File: src/rtl/i2cs_pkg.sv
package i2cs_pkg;

    localparam int IRQ_W = 12;

    // raw word bit positions (decoded by software)
    localparam int B_RXUND = 0;
    localparam int B_RXOVR = 1;
    localparam int B_RXTHR = 2;
    localparam int B_TXOVR = 3;
    localparam int B_TXTHR = 4;
    localparam int B_TXABT = 6;
    localparam int B_ACT   = 8;
    localparam int B_STOP  = 9;
    localparam int B_START = 10;
    localparam int B_GCALL = 11;

    localparam logic [IRQ_W-1:0] STICKY_MASK = 12'hF0B;
    localparam logic [IRQ_W-1:0] EN_RST      = 12'h8FF;

    // CPU byte addresses
    localparam logic [7:0] A_QUEUE  = 8'h00;
    localparam logic [7:0] A_PEND   = 8'h04;
    localparam logic [7:0] A_EN     = 8'h08;
    localparam logic [7:0] A_RAW    = 8'h0C;
    localparam logic [7:0] A_RXTHR  = 8'h10;
    localparam logic [7:0] A_TXTHR  = 8'h14;
    localparam logic [7:0] A_STAT   = 8'h18;
    localparam logic [7:0] A_TXLVL  = 8'h1C;
    localparam logic [7:0] A_RXLVL  = 8'h20;
    localparam logic [7:0] A_CAUSE  = 8'h24;
    localparam logic [7:0] A_CLRALL = 8'h40;
    localparam logic [7:0] A_CLRRXU = 8'h44;
    localparam logic [7:0] A_CLRRXO = 8'h48;
    localparam logic [7:0] A_CLRTXO = 8'h4C;
    localparam logic [7:0] A_CLRTXA = 8'h50;
    localparam logic [7:0] A_CLRACT = 8'h54;
    localparam logic [7:0] A_CLRSTP = 8'h58;
    localparam logic [7:0] A_CLRSTA = 8'h5C;
    localparam logic [7:0] A_CLRGC  = 8'h60;

    typedef enum logic {
        TXA_RUN  = 1'b0,
        TXA_HOLD = 1'b1
    } txa_state_e;

endpackage

File: src/rtl/i2cs_lvl_cnt.sv
// Occupancy tracker for one byte queue; data storage lives elsewhere.
module i2cs_lvl_cnt #(
    parameter int DEPTH = 16,
    localparam int LVL_W = $clog2(DEPTH + 1)
) (
    input  logic             clk,
    input  logic             rst_n,
    input  logic             flush,
    input  logic             push,
    input  logic             pop,
    output logic [LVL_W-1:0] lvl,
    output logic             full,
    output logic             empty,
    output logic             push_lost
);
    logic [LVL_W-1:0] lvl_q;
    logic             push_ok;
    logic             pop_ok;

    assign full      = (lvl_q == LVL_W'(DEPTH));
    assign empty     = (lvl_q == '0);
    assign push_ok   = push & ~full;
    assign pop_ok    = pop & ~empty;
    assign push_lost = push & full & ~flush;
    assign lvl       = lvl_q;

    always_ff @(posedge clk or negedge rst_n) begin
        if (!rst_n) begin
            lvl_q <= '0;
        end else if (flush) begin
            lvl_q <= '0;
        end else begin
            lvl_q <= lvl_q + LVL_W'(push_ok) - LVL_W'(pop_ok);
        end
    end
endmodule

File: src/rtl/i2cs_thr_flag.sv
// Programmable threshold with clamping and a level-following flag.
module i2cs_thr_flag #(
    parameter int DEPTH       = 16,
    parameter bit AT_OR_ABOVE = 1'b0,
    parameter int RST_THR     = 0,
    localparam int LVL_W = $clog2(DEPTH + 1)
) (
    input  logic             clk,
    input  logic             rst_n,
    input  logic             wr_en,
    input  logic [7:0]       wr_val,
    input  logic [LVL_W-1:0] lvl,
    output logic [LVL_W-1:0] thr,
    output logic             flag
);
    logic [LVL_W-1:0] thr_q;

    always_ff @(posedge clk or negedge rst_n) begin
        if (!rst_n) begin
            thr_q <= LVL_W'(RST_THR);
        end else if (wr_en) begin
            if (int'(wr_val) > DEPTH) thr_q <= LVL_W'(DEPTH);
            else                      thr_q <= wr_val[LVL_W-1:0];
        end
    end

    assign thr = thr_q;

    generate
        if (AT_OR_ABOVE) begin : g_above
            assign flag = (lvl >= thr_q);
        end else begin : g_below
            assign flag = (lvl <= thr_q);
        end
    endgenerate
endmodule

File: src/rtl/i2cs_txabt_fsm.sv
// Transmit-abort latch: holds the TX queue flushed until released.
module i2cs_txabt_fsm
    import i2cs_pkg::*;
#(
    parameter int SRC_W = 17
) (
    input  logic             clk,
    input  logic             rst_n,
    input  logic             abort,
    input  logic [SRC_W-1:0] cause,
    input  logic             release_req,
    output logic             hold,
    output logic [SRC_W-1:0] src
);
    txa_state_e       state_q;
    txa_state_e       state_d;
    logic [SRC_W-1:0] src_q;

    always_ff @(posedge clk or negedge rst_n) begin
        if (!rst_n) state_q <= TXA_RUN;
        else        state_q <= state_d;
    end

    always_comb begin
        state_d = state_q;
        unique case (state_q)
            TXA_RUN:  if (abort) state_d = TXA_HOLD;
            TXA_HOLD: if (release_req && !abort) state_d = TXA_RUN;
            default:  state_d = TXA_RUN;
        endcase
    end

    always_comb begin
        hold = (state_q == TXA_HOLD);
    end

    always_ff @(posedge clk or negedge rst_n) begin
        if (!rst_n) begin
            src_q <= '0;
        end else if (release_req) begin
            src_q <= abort ? cause : '0;
        end else if (abort) begin
            src_q <= src_q | cause;
        end
    end

    assign src = src_q;
endmodule

File: src/rtl/i2cs_unit.sv
module i2cs_unit
    import i2cs_pkg::*;
#(
    parameter int DEPTH      = 16,
    parameter int SRC_W      = 17,
    parameter int TX_THR_RST = 0,
    parameter int RX_THR_RST = 1,
    localparam int LVL_W = $clog2(DEPTH + 1)
) (
    input  logic             clk,
    input  logic             rst_n,
    input  logic             cpu_wr,
    input  logic             cpu_rd,
    input  logic [7:0]       cpu_addr,
    input  logic [IRQ_W-1:0] cpu_wdata,
    output logic [31:0]      cpu_rdata,
    input  logic             eng_start,
    input  logic             eng_stop,
    input  logic             eng_activity,
    input  logic             eng_gen_call,
    input  logic             eng_abort,
    input  logic [SRC_W-1:0] eng_abort_cause,
    input  logic             eng_tx_pop,
    input  logic             eng_rx_push,
    input  logic             eng_ctrl_active,
    input  logic             eng_bus_busy,
    output logic             irq,
    output logic             tx_flush
);
    logic             rd_at;
    logic             clr_all;
    logic             release_req;
    logic             hold;
    logic [SRC_W-1:0] cause_q;

    logic [LVL_W-1:0] tx_lvl, rx_lvl, tx_thr, rx_thr;
    logic             tx_full, tx_empty, tx_over;
    logic             rx_full, rx_empty, rx_over, rx_under;
    logic             tx_thr_flag, rx_thr_flag;

    logic [IRQ_W-1:0] set_v, clr_v, sticky_v, raw_v, en_q, pend_v;
    logic [31:0]      rd_val;
    logic [31:0]      rdata_q;

    assign rd_at       = cpu_rd;
    assign clr_all     = cpu_rd && (cpu_addr == A_CLRALL);
    assign release_req = cpu_rd && ((cpu_addr == A_CLRTXA) || (cpu_addr == A_CLRALL));
    assign rx_under    = cpu_rd && (cpu_addr == A_QUEUE) && rx_empty;

    i2cs_txabt_fsm #(.SRC_W(SRC_W)) u_txabt (
        .clk        (clk),
        .rst_n      (rst_n),
        .abort      (eng_abort),
        .cause      (eng_abort_cause),
        .release_req(release_req),
        .hold       (hold),
        .src        (cause_q)
    );

    i2cs_lvl_cnt #(.DEPTH(DEPTH)) u_txq (
        .clk      (clk),
        .rst_n    (rst_n),
        .flush    (eng_abort | hold),
        .push     (cpu_wr && (cpu_addr == A_QUEUE)),
        .pop      (eng_tx_pop),
        .lvl      (tx_lvl),
        .full     (tx_full),
        .empty    (tx_empty),
        .push_lost(tx_over)
    );

    i2cs_lvl_cnt #(.DEPTH(DEPTH)) u_rxq (
        .clk      (clk),
        .rst_n    (rst_n),
        .flush    (1'b0),
        .push     (eng_rx_push),
        .pop      (rd_at && (cpu_addr == A_QUEUE)),
        .lvl      (rx_lvl),
        .full     (rx_full),
        .empty    (rx_empty),
        .push_lost(rx_over)
    );

    i2cs_thr_flag #(.DEPTH(DEPTH), .AT_OR_ABOVE(1'b0), .RST_THR(TX_THR_RST)) u_txthr (
        .clk   (clk),
        .rst_n (rst_n),
        .wr_en (cpu_wr && (cpu_addr == A_TXTHR)),
        .wr_val(cpu_wdata[7:0]),
        .lvl   (tx_lvl),
        .thr   (tx_thr),
        .flag  (tx_thr_flag)
    );

    i2cs_thr_flag #(.DEPTH(DEPTH), .AT_OR_ABOVE(1'b1), .RST_THR(RX_THR_RST)) u_rxthr (
        .clk   (clk),
        .rst_n (rst_n),
        .wr_en (cpu_wr && (cpu_addr == A_RXTHR)),
        .wr_val(cpu_wdata[7:0]),
        .lvl   (rx_lvl),
        .thr   (rx_thr),
        .flag  (rx_thr_flag)
    );

    // set and clear requests per raw bit
    always_comb begin
        set_v          = '0;
        set_v[B_RXUND] = rx_under;
        set_v[B_RXOVR] = rx_over;
        set_v[B_TXOVR] = tx_over;
        set_v[B_ACT]   = eng_activity;
        set_v[B_STOP]  = eng_stop;
        set_v[B_START] = eng_start;
        set_v[B_GCALL] = eng_gen_call;

        clr_v          = '0;
        clr_v[B_RXUND] = clr_all || (rd_at && cpu_addr == A_CLRRXU);
        clr_v[B_RXOVR] = clr_all || (rd_at && cpu_addr == A_CLRRXO);
        clr_v[B_TXOVR] = clr_all || (rd_at && cpu_addr == A_CLRTXO);
        clr_v[B_ACT]   = (clr_all || (rd_at && cpu_addr == A_CLRACT)) && !eng_bus_busy;
        clr_v[B_STOP]  = clr_all || (rd_at && cpu_addr == A_CLRSTP);
        clr_v[B_START] = clr_all || (rd_at && cpu_addr == A_CLRSTA);
        clr_v[B_GCALL] = clr_all || (rd_at && cpu_addr == A_CLRGC);
    end

    // sticky flags; positions outside STICKY_MASK stay zero
    generate
        for (genvar b = 0; b < IRQ_W; b++) begin : g_flag
            logic f_q;
            always_ff @(posedge clk or negedge rst_n) begin
                if (!rst_n)               f_q <= 1'b0;
                else if (!STICKY_MASK[b]) f_q <= 1'b0;
                else if (set_v[b])        f_q <= 1'b1;
                else if (clr_v[b])        f_q <= 1'b0;
            end
            assign sticky_v[b] = f_q;
        end
    endgenerate

    always_comb begin
        raw_v          = sticky_v;
        raw_v[B_TXABT] = hold;
        raw_v[B_TXTHR] = tx_thr_flag;
        raw_v[B_RXTHR] = rx_thr_flag;
    end

    always_ff @(posedge clk or negedge rst_n) begin
        if (!rst_n)                           en_q <= EN_RST;
        else if (cpu_wr && cpu_addr == A_EN)  en_q <= cpu_wdata;
    end

    assign pend_v = raw_v & en_q;
    assign irq    = |pend_v;

    always_comb begin
        case (cpu_addr)
            A_PEND:   rd_val = 32'(pend_v);
            A_EN:     rd_val = 32'(en_q);
            A_RAW:    rd_val = 32'(raw_v);
            A_RXTHR:  rd_val = 32'(rx_thr);
            A_TXTHR:  rd_val = 32'(tx_thr);
            A_STAT:   rd_val = 32'({eng_ctrl_active, rx_full, !rx_empty,
                                    tx_empty, !tx_full, eng_bus_busy});
            A_TXLVL:  rd_val = 32'(tx_lvl);
            A_RXLVL:  rd_val = 32'(rx_lvl);
            A_CAUSE:  rd_val = 32'(cause_q);
            A_CLRALL: rd_val = 32'(|sticky_v | hold);
            A_CLRRXU: rd_val = 32'(sticky_v[B_RXUND]);
            A_CLRRXO: rd_val = 32'(sticky_v[B_RXOVR]);
            A_CLRTXO: rd_val = 32'(sticky_v[B_TXOVR]);
            A_CLRTXA: rd_val = 32'(hold);
            A_CLRACT: rd_val = 32'(sticky_v[B_ACT]);
            A_CLRSTP: rd_val = 32'(sticky_v[B_STOP]);
            A_CLRSTA: rd_val = 32'(sticky_v[B_START]);
            A_CLRGC:  rd_val = 32'(sticky_v[B_GCALL]);
            default:  rd_val = 32'd0;
        endcase
    end

    always_ff @(posedge clk or negedge rst_n) begin
        if (!rst_n)      rdata_q <= 32'd0;
        else if (rd_at)  rdata_q <= rd_val;
        else             rdata_q <= 32'd0;
    end

    assign cpu_rdata = rdata_q;
    assign tx_flush  = hold;
endmodule

File: config.mk
export PLATFORM = sky130hd
export DESIGN_NAME = i2cs_unit
export DESIGN_NICKNAME = d
export VERILOG_FILES = /design/src/rtl/i2cs_pkg.sv /design/src/rtl/i2cs_lvl_cnt.sv /design/src/rtl/i2cs_thr_flag.sv /design/src/rtl/i2cs_txabt_fsm.sv /design/src/rtl/i2cs_unit.sv
export SDC_FILE = /design/constraint.sdc
export NUM_CORES = 1
export LEC_CHECK = 0
export ABC_CLOCK_PERIOD_IN_PS = 3670
export BUFFER_PORTS_ARGS = -buffer_cell sky130_fd_sc_hd__buf_2
export CORE_MARGIN = 2
export CORE_UTILIZATION = 56
export CTS_CLUSTER_SIZE = 14
export DETAILED_ROUTE_END_ITERATION = 8
export MAX_ROUTING_LAYER = met4
export PLACE_DENSITY = 0.81
export SLEW_MARGIN = 0
export SYNTH_ARGS = -nofsm -noshare
export SYNTH_HDL_FRONTEND = slang
export SYNTH_HIERARCHICAL = 1
export SYNTH_SLANG_ARGS = --single-unit
File: constraint.sdc
create_clock -name clk -period 3.67 [get_ports clk]
set_input_delay 0.734 -clock clk [delete_from_list [all_inputs] [get_ports clk]]
set_output_delay 0.734 -clock clk [all_outputs]
set_load 0.02 [all_outputs]
; Yosys cells after proc, flatten, opt, wreduce, memory -nomap -nowiden
; Index checks and enable logic that the tools add are counted.
[op_classes]
n_bitwise = 17
add_sub_neg = 4
magnitude_cmp = 3
n_mux = 24
eq_ne = 20
n_reduce_logical = 42
[ops]
columns = operator, n
row1 = case mux 17 bit (18 select lines), 1
row2 = "== test 8 x 7 -> 1 bit, second input constant", 9
row3 = 2-to-1 mux 17 bit, 3
row4 = "== test 8 x 5 -> 1 bit, second input constant", 4
row5 = 2-to-1 mux 32 bit, 1
row6 = logical AND 1 bit, 17
row7 = OR 17 bit, 1
row8 = "== test 8 x 4 -> 1 bit, second input constant", 2
row9 = "== test 8 x 6 -> 1 bit, second input constant", 2
row10 = 2-to-1 mux 1 bit, 16
row11 = nonzero test 2 bit, 8
row12 = AND 12 bit, 1
row13 = OR reduction 12 bit, 1
row14 = adder 5 x 1 -> 5 bit, 2
row15 = "== test 5 bit, second input constant", 2
row16 = zero test 5 bit, 2
row17 = 2-to-1 mux 5 bit, 2
row18 = subtractor 5 x 1 -> 5 bit, 2
row19 = "== test 8 x 3 -> 1 bit, second input constant", 1
row20 = "greater-than comparator 8 x 5 -> 1 bit, second input constant", 1
row21 = zero test 8 bit, 1
row22 = logical OR 1 bit, 8
row23 = AND 1 bit, 7
row24 = OR reduction 7 bit, 1
row25 = other kinds (6), 15
[totals]
output_inout_bits = 34
wordCells = 125
inputBits = 50
ff_bits = 89

; Longest topological paths before layout
; Gate-level depths: netlist of run 1.
[logic_depth]
ltp_word = 6
mapped_depth = 13

; Cells and area by module
; The synthesis of run 1 kept the hierarchy.
[modules_own_cells]
columns = mod, n_inst, area_each_um2, cells_each
row1 = i2cs_unit, 1, 2279.7, 231
row2 = i2cs_lvl_cnt, 2, 391.6, 43
row3 = i2cs_txabt_fsm, 1, 661.9, 40
row4 = i2cs_thr_flag at u_txthr, 1, 310.3, 30
row5 = i2cs_thr_flag at u_rxthr, 1, 307.8, 29

; Worst setup path after synthesis of run 1
; Ideal clock, no wire load.
[synth_path]
path_type = input port to flip-flop
startpoint = input port cpu_addr[5]
endpoint = register u_rxq.lvl_q[4], in the netlist u_rxq/lvl[4]
cell_stages = 13
setup_slack_ps = 327
path_buffers = 2
arrival_ps = 3267
setup_time_ps = 76
cell_sequence = buf_2 -> nor4_2 -> clkbuf_1 -> and3_1 -> nor2b_1 -> ha_1 -> inv_1 -> ha_1 -> inv_1 -> fa_1 -> nand2b_1 -> a2111o_1 -> o21ai_1
[synth_via]
elab_chain_cells = 4
[synth_lines]
columns = element, line
row1 = "start, declared", i2cs_unit.sv:14  ; input logic [7:0] cpu_addr,
row2 = zero test 8 bit, i2cs_unit.sv:77  ; .pop (rd_at && (cpu_addr == A_QUEUE)),
row3 = logical AND 1 bit, i2cs_unit.sv:77
row4 = AND 1 bit, i2cs_lvl_cnt.sv:23  ; assign pop_ok = pop & ~empty;
row5 = subtractor 5 x 1 -> 5 bit, i2cs_lvl_cnt.sv:33  ; lvl_q <= lvl_q + LVL_W'(push_ok) - LVL_W'(pop_ok);
row6 = "end signal, assigned", i2cs_lvl_cnt.sv:33
row7 = "end, declared", i2cs_lvl_cnt.sv:16  ; logic [LVL_W-1:0] lvl_q;
; Every way passes these cells.
; A chain may end at the register's enable or synchronous reset.

; Worst setup path in the final report of run 1
[layout_path]
startpoint = register u_txq.lvl_q[1], in the netlist u_txq/lvl[1]
endpoint = output port irq
[layout_via]
elab_chain_cells = 3
[layout_lines]
columns = element, line
row1 = "start, declared", i2cs_lvl_cnt.sv:16
row2 = "start signal, assigned", i2cs_lvl_cnt.sv:33
row3 = <= comparator 5 bit, i2cs_thr_flag.sv:33  ; assign flag = (lvl <= thr_q);
row4 = named net tx_thr_flag, i2cs_unit.sv:39  ; logic tx_thr_flag, rx_thr_flag;
row5 = AND 12 bit, i2cs_unit.sv:151  ; assign pend_v = raw_v & en_q;
row6 = OR reduction 12 bit, i2cs_unit.sv:152  ; assign irq = |pend_v;
row7 = "end, declared", i2cs_unit.sv:27  ; output logic irq,
; The timed path passes the listed nets, and every way through them passes these cells.

==> flow_metrics.tcl, run 1 <==
set metrics [dict create \
    dieArea_sq_um 8480 \
    antenna_found_initial 0 \
    finalSetupTns_ns 0 \
    ys_seq_elements 74 \
    placedCellCount 583 \
    crit_buf_inv 1 \
    clock_skew_ns 0.0124 \
    ant_nets 0 \
    die_w_um 92.1 \
    start_util 0.571 \
    critPathKind "flop to primary output" \
    synthTopCellsByArea "dfrtp_1 37%, ha_1 6.3%, dfstp_2 6.1%" \
    finalPower_mw 1.88 \
    post-dp-hpwl_mm 7.86 \
    max-slew-margin-rel 0.454 \
    tightest_slew_ns 0.818 \
    grt_overflow_total 0 \
    post-cts-setup-buffers 0 \
    path_delay_family "compound AO/OA/AOI/OAI gates" \
    die_h_um 92.1 \
    critical_path.slowest_cell "dfrtp_1" \
    whs_ns 0.453 \
    ys.flop_type "dfrtp_1" \
    cts_tree "yes" \
    yosys_warnings 6 \
    grt_max_degree 35 \
    first_global_vias 3481 \
    max_freq_mhz 307 \
    cap_violations 0 \
    wl_per_cell_um 18.1 \
    layout.cells.non_filler 599 \
    yosysTopAreaCellShare 0.369 \
    postCtsResizedCells 0 \
    fin_util 0.648 \
    drt-initial-drc-count 359 \
    period_minus_slack_ns 3.26 \
    dpl_cell_area_sq_um 4740 \
    numCtsBuffers 9 \
    setup_viol 0 \
    synth-edff-count 0 \
    fin_area_sq_um 4930 \
    numPortBuffers 68 \
    critPathMaxFanout 7 \
    wl_mm 10.9 \
    hold_viol_final 0 \
    area_growth_pct 13.5 \
    outcome "finished clean" \
    yosys.area.top_type "dfrtp_1" \
    diodes 0 \
    vias_per_cell 6.02 \
    final_layout_size_suffix_gt1_frac 0.282 \
    clock_latency_ns 0.36 \
    layout_common_cells "68 x buf_2, 64 x dfrtp_1, 29 x inv_1" \
    rsz0062_at_grt "false" \
    worstHoldPathType "input port to async pin" \
    pre_cts_slack_ns 0.299 \
    gp_congestion 0.891 \
    layout_commonest_cell "buf_2" \
    path_cells "ha_1 > nand4_1 > o221ai_1 > o21ai_0 > a22oi_1 > nand4_1 > a221o_1 > buf_2" \
    cpPeakStageDelay_ns 0.49 \
    ios 84 \
    setup.worst_path.end_class "primary output" \
    netlist_instances 416 \
    cts_root_buf "clkbuf_8" \
    ys_types 66 \
    h-tree-depth 3 \
    arrival_ns 2.52 \
    clk_pin_slew_ns 0.09 \
    min_period_over_period 0.888 \
    cts_buffer_depth 2 \
    syn_area_sq_um 4340 \
    fill_cells 634 \
    num_rows 32 \
    num_vias 3607 \
    finalNetCount 566 \
    grt_pass1_wl_mm 17.4 \
    yosysSeqAreaShare 0.429 \
    cpMostUsedCell "nand4_1" \
    p_per_area_nw_per_um2 382 \
    cp.required_ns 2.94 \
    fp.coreArea_sq_um 7610 \
    worst_slack_ns 0.411 \
    cts_sinks 74 \
    avgSynthCellArea_sq_um 10.4 \
    ir_drop_mv 0.201 \
    hold_buffers 0 \
    grtUsageTotal 0.274 \
    maxSlewViolCount 0 \
    p_leak_nw 2.27 \
    cp-start-kind "flop" \
    drc_errors 0 \
    async_flop_share 1.00 \
    first_pass_iters 5 \
]
worst register-to-register path, cell delays in order, from the launching register on:
cell	delay, ns
dfrtp_1	0.48
inv_1	0.12
ha_1	0.17
nor4b_1	0.43
nor2b_1	0.11
ha_1	0.31
inv_1	0.06
ha_1	0.15
inv_1	0.06
fa_1	0.39
nand2b_1	0.18
a2111o_1	0.37
o21ai_1	0.07
worst paths after layout:
path,slack [ns],depth (start not counted),from,end
worst min-delay path,0.45,1,rst_n,u_rxq/lvl[3]$_DFF_PN0_
max in group asynchronous,2.40,2,rst_n,u_rxthr/thr[0]$_DFFE_PN1P_
min in group clk,0.50,2,u_txabt/src[16]$_DFFE_PN0P_,cpu_rdata[16]$_DFF_PN0_
worst max register to register,0.72,12,u_rxq/lvl[3]$_DFF_PN0_,u_rxq/lvl[4]$_DFF_PN0_
worst min register to register,0.50,2,u_txabt/src[16]$_DFFE_PN0P_,cpu_rdata[16]$_DFF_PN0_
worst max-delay path,0.41,8,u_txq/lvl[1]$_DFF_PN0_,irq
cells in the mapped netlist, drive strengths merged (3+ instances only):
cell type,count
nor3,4
nor2b,8
o21ai,13
and3,11
nor4b,5
mux2,14
a31oi,7
dfrtp,64
o2111a,4
a21oi,17
nor2,28
a22o,30
a221oi,3
a21o,7
nand3,9
dfstp,10
inv,30
nand2b,7
nor3b,3
buf,27
xnor2,4
ha,22
clkbuf,9
nor4,4
or4,4
nand4,4
mux2i,3
a222oi,4
nand2,19
a22oi,10
state kept, by name, summed over array words and instances, names as in the netlist:
signal / flops
cpu_rdata: 17
en_q: 12
g_flag.f_q: 7
u_rxq/lvl: 5
u_rxthr/thr: 5
u_txabt/hold: 1
u_txabt/src: 17
u_txq/lvl: 5
u_txthr/thr: 5
routing by layer:
layer / routed length (um) / track usage / share of wire / vias up
li1: - / - / - / 1655
met1: 4680 / 0.365 / 0.43 / 1764
met2: 5170 / 0.416 / 0.48 / 157
met3: 703 / 0.0518 / 0.065 / 31
met4: 299 / 0.108 / 0.028 / 0
met5: 0 / - / 0 / -
cell families after synthesis:
family	count (synthesis)	synth area share
compound gates	110	0.194
xor+xnor	6	0.0121
fa+ha+maj	24	0.0726
buf+inv	66	0.0812
flops	74	0.429
mux	19	0.0545
other cells	1	0.000863
simple gates	116	0.155
power by group:
group	internal, mW	total [mW]	switching (mW)
Clock	0.315	0.638	0.323
Combinational	0.147	0.342	0.195
Sequential	0.851	0.904	0.0525
area by class of cell:
type                    count  area [sq um]  share of cell area
well taps                 102           128              0.0259
multi-input cells         298          2210               0.448
clock buffers              10           128              0.0259
clock inverters             6          65.1              0.0132
inverters                  30           113              0.0228
flip-flops and latches     74          1860               0.378
repair buffers             79           423              0.0858
No activity file was read; power rests on OpenSTA's default activity.
==> run 2: changes to the inputs <==
- ABC_AREA: default -> 1
- CORE_MARGIN: 2 -> 4
- CORE_UTILIZATION: 56 -> 57
==> flow_metrics.tcl, run 2 <==
set metrics [dict create \
    ys_seq_elements 74 \
    pre_cts_slack_ns 0.601 \
    clk_pin_slew_ns 0.09 \
    die_w_um 99.1 \
    worstHoldPathType "flop to flop" \
    vias_per_cell 5.21 \
    setup_viol 0 \
    rsz0062_at_grt "false" \
    arrival_ns 2.46 \
    synth-edff-count 0 \
    ff_latch_area_sq_um 1860 \
    avgSynthCellArea_sq_um 7.53 \
    clock_latency_ns 0.36 \
    ir_drop_mv 0.245 \
    p_per_area_nw_per_um2 363 \
    synth_commonest_cells "204 x nand2_1, 75 x nor2_1, 73 x inv_1" \
    netlist_instances 628 \
    maxSlewViolCount 0 \
    layout_commonest_cell "nand2_1" \
    layout_common_cells "204 x nand2_1, 75 x nor2_1, 73 x inv_1" \
    cts_buffer_depth 2 \
    finalNetCount 776 \
    cp.required_ns 2.94 \
    post-dp-hpwl_mm 9.39 \
    yosys.area.top_type "dfrtp_1" \
    antenna_found_initial 0 \
    ant_nets 0 \
    die_h_um 99.1 \
    drc_errors 0 \
    fp.coreArea_sq_um 7890 \
    critical_path.slowest_cell "dfrtp_1" \
    wl_mm 12.4 \
    num_vias 4212 \
    path_delay_family "simple AND/OR/NAND/NOR gates" \
    clkPwrFrac 0.328 \
    tightest_slew_ns 0.949 \
    ios 84 \
    first_global_vias 4229 \
    cts_root_buf "clkbuf_8" \
    num_rows 32 \
    worst_slack_ns 0.478 \
    ys_types 36 \
    cap_violations 0 \
    setup.worst_path.end_class "primary output" \
    ys.flop_type "dfrtp_1" \
    yosysTopAreaCellShare 0.339 \
    p_int_mw 1.26 \
    synthTopCellsByArea "dfrtp_1 34%, nand2_1 16%, nor2_1 6.0%" \
    critPathKind "flop to primary output" \
    hold_viol_final 0 \
    fin_util 0.668 \
    cpPeakStageDelay_ns 0.49 \
    outcome "finished clean" \
    grt_overflow_total 0 \
    h-tree-depth 3 \
    multi_input_area_sq_um 2430 \
    period_minus_slack_ns 3.19 \
    max_freq_mhz 313 \
    area_growth_pct 11.4 \
    yosys_warnings 6 \
    cts_sinks 74 \
    cpMostUsedCell "nand2_1" \
    diodes 0 \
    dieArea_sq_um 9810 \
    syn_area_sq_um 4730 \
    cts_tree "yes" \
    post-cts-setup-buffers 0 \
    numPortBuffers 68 \
    grtUsageTotal 0.270 \
    final_layout_size_suffix_gt1_frac 0.202 \
    drt-initial-drc-count 252 \
    finalSetupTns_ns 0 \
    switching_power_mw 0.655 \
    synth.most_common_cell "nand2_1" \
    whs_ns 0.479 \
    first_pass_iters 4 \
    start_util 0.599 \
    gp_congestion 0.937 \
    critPathMaxFanout 7 \
    grt_pass1_wl_mm 20.7 \
    postCtsResizedCells 0 \
    p_leak_nw 2.85 \
    swShare 0.343 \
    crit_buf_inv 1 \
    grt_max_degree 75 \
    cp-start-kind "flop" \
    numCtsBuffers 9 \
    fill_cells 659 \
    min_period_over_period 0.870 \
    wl_per_cell_um 15.3 \
    path_cells "ha_1 > nand2_1 > nor2_1 > nand2_1 > nand3_1 > nand2_1 > nand2_1 > nand4_1 > nor3_1 > nand3_1 > buf_2" \
    pwr-share-seq 0.470 \
    yosysSeqAreaShare 0.394 \
    hold_buffers 0 \
    clock_skew_ns 0.00942 \
    max-slew-margin-rel 0.367 \
    power_frac_comb 0.202 \
    async_flop_share 1.00 \
]
==> run 2: cell families (layout without fill, tap and decap cells) <==
kind of cell / Yosys count / in the layout / share of synthesized area
AND/OR/NAND/NOR: 359 / 359 / 0.332
buffers and inverters: 104 / 166 / 0.105
flip-flops: 74 / 74 / 0.394
AO/OA/AOI/OAI: 54 / 54 / 0.0646
adder cells (fa/ha/maj): 24 / 24 / 0.0667
multiplexers: 12 / 12 / 0.0365
other: 1 / 18 / 0.000794
==> run 2: per-stage QoR <==
stage                     cells  power, mW  instance area, sq um
after global routing        809       2.01                  5270
final                       809       1.91                  5270
after detailed placement    793       1.29                  5070
after global placement      793       1.27                  5070
after CTS                   809       1.92                  5270
after floorplan             645       1.17                  4790
==> run 2: final timing paths <==
check / start / to / slack, ns / depth (start not counted)
max: u_txq/lvl[4]$_DFF_PN0_ / irq / 0.48 / 11
max reg2reg: u_txq/lvl[3]$_DFF_PN0_ / u_txq/lvl[4]$_DFF_PN0_ / 1.23 / 16
min reg2reg: u_txabt/src[9]$_DFFE_PN0P_ / u_txabt/src[9]$_DFFE_PN0P_ / 0.48 / 2
max in group asynchronous: rst_n / en_q[9]$_DFFE_PN0P_ / 2.54 / 1
min: u_txabt/src[9]$_DFFE_PN0P_ / u_txabt/src[9]$_DFFE_PN0P_ / 0.48 / 2
min in group asynchronous: rst_n / u_txthr/thr[2]$_DFFE_PN0P_ / 0.50 / 1
==> run 2: layout make-up <==
type	count	area share
Multi-Input combinational cell	467	0.461
Tap cell	102	0.0242
Inverter	81	0.0577
Sequential cell	74	0.354
Clock buffer	9	0.0235
Timing Repair Buffer	69	0.0665
Clock inverter	7	0.0128
==> run 2: worst register-to-register path, cell delays in order, from the launching register on <==
cell     delay, ns
dfrtp_1       0.43
inv_1         0.13
ha_1          0.18
nand3_1       0.10
o21ai_1       0.12
inv_1         0.06
ha_1          0.30
inv_1         0.06
ha_1          0.16
inv_1         0.06
fa_1          0.35
inv_1         0.08
nand2_1       0.07
nand2_1       0.09
nand3_2       0.07
nand2_1       0.05
nor2_1        0.03
==> run 2: metal layers <==
layer,vias up,global-route usage,share of wire
li1,2097,-,-
met1,1953,0.364,0.45
met2,141,0.426,0.47
met3,21,0.0481,0.069
met4,0,0.0651,0.017
met5,-,-,0
==> run 2: power groups by stage <==
stage	clock, mW	combinational (mW)	sequential [mW]
global placement	0	0.361	0.913
floorplan	0	0.276	0.897
global route	0.670	0.439	0.902
detailed placement	0	0.381	0.913
finish	0.627	0.387	0.898
CTS	0.635	0.383	0.898
